`config.mk`:
```
export PLATFORM = sky130hd
export DESIGN_NAME = hall_commutator
export DESIGN_NICKNAME = d
export VERILOG_FILES = /design/src/rtl/hcc_pkg.sv /design/src/rtl/hcc_phase_select.sv /design/src/rtl/hcc_blank_timer.sv /design/src/rtl/hcc_gate_reg.sv /design/src/rtl/hall_commutator.sv
export SDC_FILE = /design/constraint.sdc
export NUM_CORES = 1
export LEC_CHECK = 0
export BUFFER_PORTS_ARGS = -buffer_cell sky130_fd_sc_hd__buf_2
export CAP_MARGIN = 20
export CORE_UTILIZATION = 35
export CTS_BUF_LIST = sky130_fd_sc_hd__clkbuf_2 sky130_fd_sc_hd__clkbuf_4 sky130_fd_sc_hd__clkbuf_8
export CTS_CLUSTER_SIZE = 12
export DETAILED_ROUTE_END_ITERATION = 16
export PLACE_DENSITY = 0.64
export SYNTH_ARGS = -nofsm -noshare
export SYNTH_HDL_FRONTEND = slang
export SYNTH_SLANG_ARGS = --single-unit
```
`constraint.sdc`:
```
create_clock -name clk -period 1.8 [get_ports clk]
set_input_delay 0.36 -clock clk [delete_from_list [all_inputs] [get_ports clk]]
set_output_delay 0.36 -clock clk [all_outputs]
set_load 0.01 [all_outputs]
```
`src/rtl/hcc_pkg.sv`:
```
package hcc_pkg;

    localparam int NPH = 3;

    typedef enum logic [1:0] {
        PH_OFF = 2'd0,
        PH_HI  = 2'd1,
        PH_LO  = 2'd2
    } phase_e;

    typedef phase_e [NPH-1:0] phase_vec_t;

    typedef struct packed {
        logic stop;
        logic kill;
        logic decel;
        logic coast;
    } drive_ctl_t;

    // index 0 is phase 1; code bit 2 is sensor 1
    function automatic phase_vec_t hall_to_phase(input logic [2:0] code);
        phase_vec_t v;
        for (int i = 0; i < NPH; i++) v[i] = PH_OFF;
        case (code)
            3'b101: begin v[0] = PH_LO; v[1] = PH_HI; end
            3'b100: begin v[0] = PH_LO; v[2] = PH_HI; end
            3'b110: begin v[1] = PH_LO; v[2] = PH_HI; end
            3'b010: begin v[0] = PH_HI; v[1] = PH_LO; end
            3'b011: begin v[0] = PH_HI; v[2] = PH_LO; end
            3'b001: begin v[1] = PH_HI; v[2] = PH_LO; end
            default: ;
        endcase
        return v;
    endfunction

    function automatic phase_e mirror(input phase_e p);
        case (p)
            PH_HI:   return PH_LO;
            PH_LO:   return PH_HI;
            default: return PH_OFF;
        endcase
    endfunction

endpackage

```
`src/rtl/hcc_phase_select.sv`:
```
module hcc_phase_select
    import hcc_pkg::*;
(
    input  logic [2:0]  hall,
    input  drive_ctl_t  ctl,
    output phase_vec_t  phase
);
    phase_vec_t base;
    logic       block;

    always_comb base = hall_to_phase(hall);

    assign block = ctl.stop | ctl.kill | (ctl.decel & ctl.coast);

    for (genvar g = 0; g < NPH; g++) begin : g_ph
        assign phase[g] = block     ? PH_OFF :
                          ctl.decel ? mirror(base[g]) : base[g];
    end
endmodule

```
`src/rtl/hcc_blank_timer.sv`:
```
module hcc_blank_timer #(
    parameter int BLANK_CYC = 100,
    localparam int CNT_W = $clog2(BLANK_CYC + 1)
) (
    input  logic clk,
    input  logic rst,
    input  logic pwm_on,
    input  logic ilim,
    output logic ls_permit
);
    localparam logic [CNT_W-1:0] LOAD = CNT_W'(BLANK_CYC - 1);

    logic             pwm_q;
    logic [CNT_W-1:0] cnt;
    logic             trip_q;
    logic             period_start;
    logic             accept;

    assign period_start = pwm_on & ~pwm_q;
    assign accept       = ilim & pwm_on & ~period_start & (cnt == '0);
    assign ls_permit    = pwm_on & ~accept & (period_start | ~trip_q);

    always_ff @(posedge clk) begin
        if (rst) begin
            pwm_q  <= 1'b0;
            cnt    <= '0;
            trip_q <= 1'b0;
        end else begin
            pwm_q <= pwm_on;
            if (period_start)     cnt <= LOAD;
            else if (cnt != '0)   cnt <= cnt - 1'b1;
            if (period_start)     trip_q <= 1'b0;
            else if (accept)      trip_q <= 1'b1;
        end
    end
endmodule

```
`src/rtl/hcc_gate_reg.sv`:
```
module hcc_gate_reg
    import hcc_pkg::*;
(
    input  logic           clk,
    input  logic           rst,
    input  phase_vec_t     phase,
    input  logic           ls_permit,
    output logic [NPH-1:0] hs_en,
    output logic [NPH-1:0] ls_en
);
    logic [NPH-1:0] hs_d;
    logic [NPH-1:0] ls_d;

    for (genvar g = 0; g < NPH; g++) begin : g_drv
        assign hs_d[g] = (phase[g] == PH_HI);
        assign ls_d[g] = (phase[g] == PH_LO) & ls_permit;
    end

    always_ff @(posedge clk) begin
        if (rst) begin
            hs_en <= '0;
            ls_en <= '0;
        end else begin
            hs_en <= hs_d;
            ls_en <= ls_d;
        end
    end
endmodule

```
`src/rtl/hall_commutator.sv`:
```
module hall_commutator
    import hcc_pkg::*;
#(
    parameter int BLANK_CYC = 100
) (
    input  logic       clk,
    input  logic       rst,
    input  logic [2:0] hall_lvl,
    input  logic       pwm_on,
    input  logic       ilim_trip,
    input  logic       run_n,
    input  logic       coast_sel,
    input  logic       decel_req,
    input  logic       force_off,
    output logic [2:0] hs_en,
    output logic [2:0] ls_en
);
    drive_ctl_t ctl;
    phase_vec_t phase;
    logic       ls_permit;

    always_comb begin
        ctl.stop  = run_n;
        ctl.kill  = force_off;
        ctl.decel = decel_req;
        ctl.coast = coast_sel;
    end

    hcc_phase_select i_sel (
        .hall  (hall_lvl),
        .ctl   (ctl),
        .phase (phase)
    );

    hcc_blank_timer #(.BLANK_CYC(BLANK_CYC)) i_blank (
        .clk       (clk),
        .rst       (rst),
        .pwm_on    (pwm_on),
        .ilim      (ilim_trip),
        .ls_permit (ls_permit)
    );

    hcc_gate_reg i_gate (
        .clk       (clk),
        .rst       (rst),
        .phase     (phase),
        .ls_permit (ls_permit),
        .hs_en     (hs_en),
        .ls_en     (ls_en)
    );
endmodule

```
==> impl_results.md <==
* Crit path required time at 1960 ps
* Total Wirelength at 1410 um
* First-pass GRT wire length at about 2200 um
* Post-Syn Area per Cell at 9.10 um2
* Final Max Slew Viols at 0
* Rows at 15
* Clock slew at reported path FFs at 90 ps
* Crit path cell chain: inv_1 > ha_1 > or3b_1 > nor3_1 > nor3_1
* DR iter-0 viols at 15
* Hold_buf cts at 0
* Critical-path top delay cell: or3b_1
* Num CTS Buffers at 3
* Via Count at 628
* N_diodes at 0
* Leading cell type in the layout, fill and taps excluded: buf_2
* Initial Util at 38.9%
* Post-CTS Resized at 0
* Worst R2R End: i_gate.ls_en[1]
* Syn. warnings at 0
* Final Hold Fails at 0
* Post-CTS Setup Bufs at 0
* Slew at the pin closest to its max-slew limit at about 440 ps
* Placed Cells at 117
* Detail Route Antenna Nets at 0
* DRC viols at 0
* CP max stage delay at 440 ps
* Die Y-Extent at 46.7 um
* Launch point of the worst reg-to-reg path: i_blank.cnt[0]
* Post-Route Utilization at between 40 and 50%
* R2R depth at 5
* Avg WL per Cell at 11.6 um
* Ratio of cells with drive above 1 in the final layout at about a quarter
* Post-Syn Area at 701 um2
* Clk_lat worst skew at 280 ps
* Vias per cell at 5.19
* Minimum clock period at 1670 ps
* Core area at 1800 um2
* Power per cell area at 955 nW/um2
* Mapped Nets at a little under 90
* Post-DP Area at 797 um2
* Status: finished, final reports clean
* Design Power at roughly 790 uW
* WP data arrival at about 1800 ps
* Worst Setup End Kind: flip-flop
* Final Setup Violations at 0
* Critical path type: flip-flop to flip-flop
* CTS Root Cell: clkbuf_4
* Clk sinks at 15
* Reg-to-reg slack, setup at 130 ps
* Highest Clock Rate at 600 MHz
* Relative slew slack at 70.8%
* Clock buffer depth at 2
* Worst setup path start: i_blank.cnt[0]
* Routability cong. at 0.773
* CP Buf/Inv Count at 1
* Yosys cell types at 30
* Cell mode on critical path: nor3_1
* H-Tree Level Count at 1
* Router iterations before antenna repair at 4
* Vias in the first global route at a little over 500
* Fin Clk Skew at 1.07 ps
* CP delay by family, top: simple AND/OR/NAND/NOR gates
* Final setup TNS at 0 ps
* Max FO, Critical Path at 5
* Fin crit share at 92.6%
* CP Capture Point: i_gate.ls_en[1]
* Layout Nets at 109
* IO Count at 17
* Clock tree from TritonCTS: yes
* Synth Instances at 77
* Die span in x at 46.7 um
* P_leak at 0.000335 uW
* Hpwl dp at 1060 um
* Commonest non-fill, non-tap cells in the layout: buf_2 (16), dfxtp_1 (15), nor2_1 (9), nor3_1 (6), a21oi_1 (6)
* Initial antenna violation count at 0
* CP Depth at 5
* Grt ovf at 0
* Area of the die at ~2200 um2
* Non-filler instance count after layout at around 120
* Min-delay worst type: primary input to flip-flop
* Seq/Total Area, Yosys at 42.9%
* Register bit total from synthesis at 15
* Number of buffers added on ports at 16
* Max-cap violations at 0
* Peak VDD IR at 499 uV
* Startpoint types: flip-flop
* Gr usage total at 14.5%
* Finished layout cell area at 827 um2
* RSZ-0062 raised after global routing: no
* P&R area growth vs syn at 18.0%
* Largest net degree at the start of global routing at 11
how the worst min path moves through the flow:
| stage | startpoint | cells past startpoint | end |
|---|---|---|---|
| floorplan | pwm_on | 2 | i_blank.pwm_q |
| global placement | i_blank.cnt[5] | 2 | i_blank.cnt[5] |
| detailed placement | i_blank.cnt[5] | 2 | i_blank.cnt[5] |
| CTS | pwm_on | 3 | i_blank.pwm_q |
| global route | pwm_on | 3 | i_blank.pwm_q |
| finish | pwm_on | 3 | i_blank.pwm_q |
state kept, by name, indices dropped and copies added (netlist names):
register,flops
i_blank.cnt,7
i_blank.trip_q,1
i_gate.ls_en,3
i_blank.pwm_q,1
i_gate.hs_en,3
stage by stage:
step | setup slack, ps | hold slack (ps)
6_report | 133 | 342
5_1_grt | 59.6 | 348
4_1_cts | 135 | 336
3_5_place_dp | 149 | 524
3_3_place_gp | 235 | 520
2_1_floorplan | 317 | 485
worst min-delay path, cell delays in order:
cell and delay (ps):
buf_2 110, inv_1 50, nor2_1 70
layer usage:
metal	GRT usage, %	wire, um
met5	0	0
met4	8.57	27
met3	2.31	57
met2	20.6	590
met1	20.7	728
synth_stat cells:
cell type  instances  area share [%]
dfxtp_1           15              43
nor2_1             9             4.8
a21oi_1            6             4.3
nor3_1             6             4.3
inv_1              4             2.1
nor3b_1            4             4.3
nor4_1             4             3.6
nand2_1            3             1.6
xnor2_1            3             3.8
buf_6              2             3.2
nor2b_1            2             1.8
a2111o_1           1             1.6
a2111oi_2          1             2.1
a211o_1            1             1.3
a211oi_1           1             1.1
a311oi_1           1             1.3
a31o_1             1             1.3
a31oi_1            1            0.89
a41oi_1            1             1.3
and3b_1            1             1.3
and3b_2            1             1.4
ha_1               1             1.8
nand2b_1           1            0.89
nand3b_1           1             1.1
o2111ai_1          1             1.3
o21ai_1            1            0.71
o31ai_1            1             1.1
or3_1              1            0.89
or3b_1             1             1.3
or4_1              1             1.1
where the power goes:
part | switching [uW] | internal, uW | total (uW) | leakage, uW
clock | 107 | 101 | 208 | 0.0000184
combinational | 104 | 84.3 | 189 | 0.000194
sequential | 32.5 | 361 | 394 | 0.000123
final cells by class:
cell class                      count  area [um2]
Clock buffer                        4        30.0
Fill cell                         189         975
Inverter                            4        15.0
Multi-Input combinational cell     56         363
Sequential cell                    15         300
Tap cell                           25        31.3
Timing Repair Buffer               17        87.6
kinds of logic after synthesis:
logic type / after synthesis / synth area share, %
and+or+nand+nor: 35 / 28.2
AOI/OAI and AO/OA: 17 / 18.0
DFF: 15 / 42.9
buffers and inverters: 6 / 5.36
xor gates and xnor gates: 3 / 3.75
adders and majority gates: 1 / 1.79
Note: power is estimated with default switching activity, not from simulation.
